--- config.mk ---
export PLATFORM = sky130hd
export DESIGN_NAME = cfg_window_top
export DESIGN_NICKNAME = d
export VERILOG_FILES = /design/src/rtl/cfgwin_pkg.sv /design/src/rtl/cfgwin_arbiter.sv /design/src/rtl/cfgwin_decode.sv /design/src/rtl/cfgwin_ptr.sv /design/src/rtl/cfgwin_regfile.sv /design/src/rtl/cfg_window_top.sv
export SDC_FILE = /design/constraint.sdc
export NUM_CORES = 1
export LEC_CHECK = 0
export CAP_MARGIN = 0
export CORE_ASPECT_RATIO = 0.9
export CORE_MARGIN = 4
export CORE_UTILIZATION = 55
export DETAILED_ROUTE_END_ITERATION = 16
export GPL_ROUTABILITY_DRIVEN = 0
export GPL_TIMING_DRIVEN = 0
export PLACE_DENSITY = 0.73
export SETUP_SLACK_MARGIN = 0.4
export SYNTH_ARGS = -nofsm -noshare
export SYNTH_HDL_FRONTEND = slang
export SYNTH_HIERARCHICAL = 1
export SYNTH_SLANG_ARGS = --single-unit
--- constraint.sdc ---
create_clock -name clk -period 3.7 [get_ports clk]
set_input_delay 0.74 -clock clk [delete_from_list [all_inputs] [get_ports clk]]
set_output_delay 0.74 -clock clk [all_outputs]
set_load 0.05 [all_outputs]
--- src/rtl/cfgwin_pkg.sv ---
package cfgwin_pkg;
  localparam int DW  = 32;
  localparam int BEW = DW / 8;

  typedef enum logic [1:0] {RD_ZERO, RD_PTR, RD_ARR} rd_sel_e;

  // Expand byte enables into a bit mask.
  function automatic logic [DW-1:0] be_to_bits(input logic [BEW-1:0] be);
    logic [DW-1:0] m;
    m = '0;
    for (int k = 0; k < BEW; k++) begin
      if (be[k]) m[8*k +: 8] = 8'hFF;
    end
    return m;
  endfunction

  // Replace the bits selected by m with the new value.
  function automatic logic [DW-1:0] merge_bytes(input logic [DW-1:0] old_v,
                                                input logic [DW-1:0] new_v,
                                                input logic [DW-1:0] m);
    return (old_v & ~m) | (new_v & m);
  endfunction

  function automatic logic [DW-1:0] reg_reset_value(input int idx);
    return (idx == 0) ? 32'h0001_0002 : '0;
  endfunction

  // Writable bits per array word.
  function automatic logic [DW-1:0] reg_write_mask(input int idx);
    if (idx == 0)           return '0;
    else if (idx % 2 == 1)  return 32'h0000_FFFF;
    else                    return '1;
  endfunction
endpackage

--- src/rtl/cfgwin_arbiter.sv ---
module cfgwin_arbiter
  import cfgwin_pkg::*;
#(
  parameter int AW = 12
) (
  input  logic           p_req,
  input  logic           p_we,
  input  logic [AW-1:0]  p_addr,
  input  logic [BEW-1:0] p_be,
  input  logic [DW-1:0]  p_wdata,
  input  logic           s_req,
  input  logic           s_we,
  input  logic [AW-1:0]  s_addr,
  input  logic [BEW-1:0] s_be,
  input  logic [DW-1:0]  s_wdata,
  output logic           acc_valid,
  output logic           acc_we,
  output logic           acc_side,
  output logic [AW-3:0]  acc_dw,
  output logic [BEW-1:0] acc_be,
  output logic [DW-1:0]  acc_wdata
);
  logic take_side;
  logic unused_lo;

  assign take_side = s_req & ~p_req;
  assign unused_lo = ^{p_addr[1:0], s_addr[1:0]};

  always_comb begin
    acc_valid = p_req | s_req;
    acc_side  = take_side;
    if (take_side) begin
      acc_we    = s_we;
      acc_dw    = s_addr[AW-1:2];
      acc_be    = s_be;
      acc_wdata = s_wdata;
    end else begin
      acc_we    = p_we;
      acc_dw    = p_addr[AW-1:2];
      acc_be    = p_be;
      acc_wdata = p_wdata;
    end
  end
endmodule

--- src/rtl/cfgwin_decode.sv ---
module cfgwin_decode
  import cfgwin_pkg::*;
#(
  parameter int            AW       = 12,
  parameter int            NUM_REGS = 32,
  parameter logic [AW-1:0] PTR_OFS  = 12'h0F8,
  parameter logic [AW-1:0] WIN_OFS  = 12'h0FC
) (
  input  logic          acc_valid,
  input  logic          acc_we,
  input  logic          acc_side,
  input  logic [AW-3:0] acc_dw,
  input  logic [AW-3:0] ptr_dw,
  output logic          ptr_we,
  output logic          arr_we,
  output logic [AW-3:0] arr_dw,
  output rd_sel_e       rd_sel
);
  localparam int            DWA    = AW - 2;
  localparam logic [DWA-1:0] PTR_DW = PTR_OFS[AW-1:2];
  localparam logic [DWA-1:0] WIN_DW = WIN_OFS[AW-1:2];
  localparam logic [DWA-1:0] NREG   = DWA'(NUM_REGS);

  logic hit_ptr, hit_win, win_open;
  logic tgt_ptr, tgt_win, tgt_arr;
  logic wr_go;

  assign hit_ptr  = (acc_dw == PTR_DW);
  assign hit_win  = (acc_dw == WIN_DW);
  assign win_open = hit_win & ~acc_side;
  assign tgt_ptr  = (ptr_dw == PTR_DW);
  assign tgt_win  = (ptr_dw == WIN_DW);
  assign tgt_arr  = (ptr_dw < NREG) & ~tgt_ptr & ~tgt_win;
  assign wr_go    = acc_valid & acc_we;

  assign ptr_we = wr_go & (hit_ptr | (win_open & tgt_ptr));
  assign arr_we = wr_go & win_open & tgt_arr;
  assign arr_dw = ptr_dw;

  always_comb begin
    rd_sel = RD_ZERO;
    if (hit_ptr)                 rd_sel = RD_PTR;
    else if (win_open & tgt_ptr) rd_sel = RD_PTR;
    else if (win_open & tgt_arr) rd_sel = RD_ARR;
  end
endmodule

--- src/rtl/cfgwin_ptr.sv ---
module cfgwin_ptr
  import cfgwin_pkg::*;
#(
  parameter int AW = 12
) (
  input  logic           clk,
  input  logic           rst_n,
  input  logic           we,
  input  logic [BEW-1:0] be,
  input  logic [DW-1:0]  wdata,
  output logic [AW-1:0]  ptr_q
);
  localparam logic [AW-1:0] ALIGN = ~AW'(3);

  logic [DW-1:0] merged;
  assign merged = merge_bytes(DW'(ptr_q), wdata, be_to_bits(be));

  always_ff @(posedge clk or negedge rst_n) begin
    if (!rst_n)  ptr_q <= '0;
    else if (we) ptr_q <= merged[AW-1:0] & ALIGN;
  end

  // the pointer changes only on an accepted write
  a_r2_ptr_hold: assert property (@(posedge clk) disable iff (!rst_n)
    !we |=> $stable(ptr_q));
endmodule

--- src/rtl/cfgwin_regfile.sv ---
module cfgwin_regfile
  import cfgwin_pkg::*;
#(
  parameter int AW       = 12,
  parameter int NUM_REGS = 32
) (
  input  logic           clk,
  input  logic           rst_n,
  input  logic           we,
  input  logic [AW-3:0]  wr_dw,
  input  logic [BEW-1:0] be,
  input  logic [DW-1:0]  wdata,
  input  logic [AW-3:0]  rd_dw,
  output logic [DW-1:0]  rd_data
);
  localparam int             DWA   = AW - 2;
  localparam int             IDX_W = (NUM_REGS > 1) ? $clog2(NUM_REGS) : 1;
  localparam logic [DWA-1:0] NREG  = DWA'(NUM_REGS);

  logic [NUM_REGS-1:0][DW-1:0] words;
  logic [DW-1:0]               be_bits;

  assign be_bits = be_to_bits(be);

  for (genvar g = 0; g < NUM_REGS; g++) begin : g_word
    localparam logic [DW-1:0] RV = reg_reset_value(g);
    localparam logic [DW-1:0] WM = reg_write_mask(g);
    logic [DW-1:0] q;
    always_ff @(posedge clk or negedge rst_n) begin
      if (!rst_n)
        q <= RV;
      else if (we && wr_dw == DWA'(g))
        q <= merge_bytes(q, wdata, be_bits & WM);
    end
    assign words[g] = q;

    // read-only bits keep their reset value
    a_r11_ro_bits: assert property (@(posedge clk) disable iff (!rst_n)
      (q & ~WM) == (RV & ~WM));
  end

  assign rd_data = (rd_dw < NREG) ? words[rd_dw[IDX_W-1:0]] : '0;

  // the decoder never writes outside the array
  a_r8_write_in_range: assert property (@(posedge clk) disable iff (!rst_n)
    we |-> wr_dw < NREG);
endmodule

--- src/rtl/cfg_window_top.sv ---
module cfg_window_top
  import cfgwin_pkg::*;
#(
  parameter int            AW       = 12,
  parameter int            NUM_REGS = 32,
  parameter logic [AW-1:0] PTR_OFS  = 12'h0F8,
  parameter logic [AW-1:0] WIN_OFS  = 12'h0FC
) (
  input  logic          clk,
  input  logic          rst_n,
  input  logic          p_req,
  input  logic          p_we,
  input  logic [AW-1:0] p_addr,
  input  logic [3:0]    p_be,
  input  logic [31:0]   p_wdata,
  output logic          p_rvalid,
  output logic [31:0]   p_rdata,
  input  logic          s_req,
  input  logic          s_we,
  input  logic [AW-1:0] s_addr,
  input  logic [3:0]    s_be,
  input  logic [31:0]   s_wdata,
  output logic          s_rvalid,
  output logic [31:0]   s_rdata
);
  localparam logic [AW-3:0] PTR_DW = PTR_OFS[AW-1:2];
  localparam logic [AW-3:0] WIN_DW = WIN_OFS[AW-1:2];
  localparam logic [AW-1:0] ALIGN  = ~AW'(3);

  logic           acc_valid, acc_we, acc_side;
  logic [AW-3:0]  acc_dw, arr_dw;
  logic [BEW-1:0] acc_be;
  logic [DW-1:0]  acc_wdata, arr_rd, rd_word, rd_masked;
  logic           ptr_we, arr_we;
  logic [AW-1:0]  ptr_q;
  rd_sel_e        rd_sel;

  cfgwin_arbiter #(.AW(AW)) i_arb (
    .p_req(p_req), .p_we(p_we), .p_addr(p_addr), .p_be(p_be), .p_wdata(p_wdata),
    .s_req(s_req), .s_we(s_we), .s_addr(s_addr), .s_be(s_be), .s_wdata(s_wdata),
    .acc_valid(acc_valid), .acc_we(acc_we), .acc_side(acc_side), .acc_dw(acc_dw),
    .acc_be(acc_be), .acc_wdata(acc_wdata)
  );

  cfgwin_decode #(.AW(AW), .NUM_REGS(NUM_REGS), .PTR_OFS(PTR_OFS), .WIN_OFS(WIN_OFS)) i_dec (
    .acc_valid(acc_valid), .acc_we(acc_we), .acc_side(acc_side), .acc_dw(acc_dw),
    .ptr_dw(ptr_q[AW-1:2]), .ptr_we(ptr_we), .arr_we(arr_we), .arr_dw(arr_dw),
    .rd_sel(rd_sel)
  );

  cfgwin_ptr #(.AW(AW)) i_ptr (
    .clk(clk), .rst_n(rst_n), .we(ptr_we), .be(acc_be), .wdata(acc_wdata), .ptr_q(ptr_q)
  );

  cfgwin_regfile #(.AW(AW), .NUM_REGS(NUM_REGS)) i_rf (
    .clk(clk), .rst_n(rst_n), .we(arr_we), .wr_dw(arr_dw), .be(acc_be),
    .wdata(acc_wdata), .rd_dw(arr_dw), .rd_data(arr_rd)
  );

  always_comb begin
    unique case (rd_sel)
      RD_PTR:  rd_word = DW'(ptr_q);
      RD_ARR:  rd_word = arr_rd;
      default: rd_word = '0;
    endcase
  end
  assign rd_masked = rd_word & be_to_bits(acc_be);

  logic p_rd_go, s_rd_go;
  assign p_rd_go = p_req & ~p_we;
  assign s_rd_go = s_req & ~s_we & ~p_req;

  always_ff @(posedge clk or negedge rst_n) begin
    if (!rst_n) begin
      p_rvalid <= 1'b0;
      p_rdata  <= '0;
      s_rvalid <= 1'b0;
      s_rdata  <= '0;
    end else begin
      p_rvalid <= p_rd_go;
      s_rvalid <= s_rd_go;
      if (p_rd_go) p_rdata <= rd_masked;
      if (s_rd_go) s_rdata <= rd_masked;
    end
  end

  // Named events for the assertions
  logic p_win_hit, s_win_hit, ptr_at_win, ptr_at_ptr;
  assign p_win_hit  = (p_addr[AW-1:2] == WIN_DW);
  assign s_win_hit  = (s_addr[AW-1:2] == WIN_DW);
  assign ptr_at_win = (ptr_q[AW-1:2] == WIN_DW);
  assign ptr_at_ptr = (ptr_q[AW-1:2] == PTR_DW);

  // a read strobes valid on the next cycle, nothing else does
  a_r3_read_strobe: assert property (@(posedge clk) disable iff (!rst_n)
    p_req && !p_we |=> p_rvalid);
  a_r3_no_spurious: assert property (@(posedge clk) disable iff (!rst_n)
    !(p_req && !p_we) |=> !p_rvalid);
  // window pointing at itself reads zero
  a_r6_self_zero: assert property (@(posedge clk) disable iff (!rst_n)
    p_req && !p_we && p_win_hit && ptr_at_win |=> p_rdata == '0);
  // full-width window write through a self-pointing pointer retargets it
  a_r7_retarget: assert property (@(posedge clk) disable iff (!rst_n)
    p_req && p_we && p_win_hit && ptr_at_ptr && p_be == 4'hF
    |=> ptr_q == ($past(p_wdata[AW-1:0]) & ALIGN));
  // sideband window reads return zero
  a_r9_side_zero: assert property (@(posedge clk) disable iff (!rst_n)
    s_req && !s_we && !p_req && s_win_hit |=> s_rvalid && s_rdata == '0);
  // a colliding sideband access raises no strobe
  a_r10_side_dropped: assert property (@(posedge clk) disable iff (!rst_n)
    p_req && s_req |=> !s_rvalid);
endmodule

==> results.txt <==
status -> finished clean
via count -> 25500
pin count of the biggest net entering global routing -> 126
Post-Syn Area -> 37800 um2
DR pass1 iterations -> 6
CTS buffer count -> 83
fin crit share -> 0.920
LEAKAGE -> 21.6 nW
Crit Path Max Fanout -> 10
Synth Instances -> 2626
# H-tree levels -> 3
EDFF count, synth -> 0
clk sinks -> 812
Skew-Pair Late Insertion Delay -> 0.64 ns
clock root buffer -> clkbuf_16
hpwl dp -> 81500 um
power density over cell area -> 405 nW/um2
met3 Track Usage GR -> 0.0795
core area -> 67600 um2
GRT busiest layer -> met2
crit-path max cell delay -> 0.37 ns
async set-or-reset flop fraction in the synthesized netlist -> 1.00
Yosys warning total -> 6
total grt overflow -> 0
clock transition at the registers of the reported paths -> 0.06 ns
Rel. slew slack -> 0.159
global-route wire length before repair -> 175000 um
area of the die -> 73100 um2
Worst EP required -> 4.22 ns
Power, Total -> 18.4 mW
die boundary width -> 284 um
Primary FF master, synth -> dfrtp_1
number of global-route vias before repair -> 26500
Avg Cell Area, Syn -> 14.4 um2
Peak Freq -> 0.294 GHz
Setup Skew -> 0.0158 ns
site row count -> 90
Distinct cells, synth -> 60
Max Buffers Root-to-Sink -> 3
antenna-violating nets left -> 0
gr usage total -> 0.322
WS Path Type -> input pin to register
I/O pin total -> 168
Slew Limit Fails -> 0
most frequent cells in the layout -> 811 x dfrtp_1, 726 x mux2_2, 160 x clkdlybuf4s50_1
min-delay worst type -> input pin to async pin
Final Critical Period -> 3.41 ns
nets -> 3032
register area share after synthesis -> 0.537
Port Buffer Count -> 163
CP max-delay cell -> mux2_2
Initial Utilization -> 0.560
Post-route DRC -> 0
wire per inst -> 30.6 um
initial drt markers -> 2644
commonest non-fill, non-tap cell in the layout -> dfrtp_1
layout cell share with drive strength beyond 1 -> 0.463
fillcell total -> 4634
crit-path leading delay family -> simple AND/OR/NAND/NOR gates
crit path DAT -> 3.92 ns
Least-Margin Pin Slew -> 1.26 ns
FF+latch count, synth -> 812
RSZ-0062 raised after global routing -> yes
DIE HEIGHT -> 257 um
met1 usage -> 0.459
WP buf/inv -> 7
CTS tree -> yes
max-cap violations -> 0
critical path, cell by cell -> buf_8 > nand2b_4 > buf_12 > buf_16 > mux2_4 > nor4bb_4 > nand4_1 > buf_6 > nor3_4 > nand2b_1 > buf_8 > nor4_4 > buf_4 > buf_4 > nand2_2 > mux2_2
crit end category -> register
area delta synth->final -> 20.0%
Hold Buf Count CTS -> 0
final setup vio count -> 0
routing usage on met2 -> 0.484
Post-Route WL -> 118000 um
final hold violation count -> 0
peak supply drop -> 0.301 mV
antenna violations before repair -> 4
final core occ -> 0.672
CP Launch Type -> input pin
via/cell ratio -> 6.60
## path summary, 6_finish.rpt
check / slack (ns) / startpoint / cells past startpoint / endpoint
worst min register to register: 0.48 / s_rdata[20] / 2 / s_rdata[20]
worst max-delay path: 0.29 / p_req / 16 / register
worst min-delay path: 0.02 / rst_n / 1 / async pin
min in group clk: 0.48 / s_rdata[20] / 2 / s_rdata[20]
max in group asynchronous: 1.74 / rst_n / 4 / async pin
worst max register to register: 0.32 / register / 10 / register
## synthesized netlist by cell type, types with 4 or more instances
| library cell | n | share of area |
|---|---|---|
| a22oi_1 | 32 | 0.0063 |
| o31ai_1 | 4 | 0.00079 |
| dfrtp_1 | 812 | 0.54 |
| nand3_1 | 20 | 0.0026 |
| o22a_1 | 4 | 0.00093 |
| a221oi_1 | 23 | 0.0053 |
| a211oi_1 | 4 | 0.00079 |
| nor2b_1 | 27 | 0.0045 |
| nand4_1 | 11 | 0.0018 |
| mux2_2 | 797 | 0.24 |
| or2_2 | 4 | 0.00066 |
| o21ai_1 | 15 | 0.0020 |
| o21ai_0 | 33 | 0.0044 |
| buf_1 | 18 | 0.0018 |
| inv_1 | 8 | 0.00079 |
| buf_2 | 37 | 0.0049 |
| nor4_1 | 4 | 0.00066 |
| o21ai_2 | 17 | 0.0039 |
| buf_4 | 13 | 0.0026 |
| buf_6 | 11 | 0.0033 |
| nor2_1 | 41 | 0.0041 |
| mux2i_1 | 98 | 0.026 |
| clkbuf_1 | 113 | 0.011 |
| a21oi_1 | 4 | 0.00053 |
| nand2_1 | 194 | 0.019 |
| a41oi_1 | 8 | 0.0019 |
| mux4_2 | 125 | 0.074 |
| o32ai_1 | 15 | 0.0035 |
| and4b_1 | 8 | 0.0021 |
| nand2b_1 | 16 | 0.0026 |
| mux2_4 | 27 | 0.011 |
| nor3_4 | 10 | 0.0043 |
| a221o_1 | 8 | 0.0021 |
| a211o_1 | 7 | 0.0016 |
| a22o_1 | 13 | 0.0030 |
## final cells by class
type | instances | area (um2) | area share
repair buffers | 216 | 2360 | 0.0520
well taps | 874 | 1090 | 0.0241
plain buffers | 192 | 1330 | 0.0292
inverters | 8 | 30.0 | 0.000662
flip-flops and latches | 812 | 20300 | 0.448
clock inverters | 22 | 224 | 0.00493
multi-input cells | 1615 | 17500 | 0.385
diodes | 1 | 2.50 | 0.0000551
clock buffers | 128 | 2560 | 0.0564
## report_power, final
group          switching [mW]  internal [mW]  total (mW)  leakage [nW]
sequential            0.00209           8.88        8.88          11.3
clock                    3.51           5.04        8.55          1.37
combinational           0.658          0.276       0.934          8.86
## through the flow
stage | TNS (ns) | setup WS (ns) | cell area, um2 | cells | hold WS, ns
finish | 0 | 0.295 | 45400 | 3868 | 0.0245
global route | 0 | 0.256 | 45400 | 3867 | 0.0671
CTS | 0 | 0.347 | 45000 | 3862 | 0.0366
detailed placement | -1185.73 | -2.15 | 41100 | 3674 | 0.471
global placement | - | -32.31 | 40900 | 3664 | 0.465
floorplan | 0 | 0.118 | 38100 | 2627 | 0.444
## logic make-up after synthesis
family          count (synthesis)  share of synthesized area
mux                          1049                      0.349
buf+inv                       200                     0.0245
fa+ha+maj                       2                   0.000661
flops                         812                      0.537
compound gates                197                     0.0393
other cells                     1                  0.0000991
simple gates                  365                     0.0494
## what timing repair did
action                                  in CTS  in global routing
pin swaps                                   23                 19
buffers inserted                            36                  3
resized for setup                          265                 96
gates cloned                                 2                  2
endpoints found under the setup margin     810                555
## metal layers
layer	up-vias	routed length (um)
met1	13600	48800
met4	2	5070
met3	290	11400
met2	1321	53100
met5	-	13
li1	10300	-
Power figures use the tool's default switching activity.
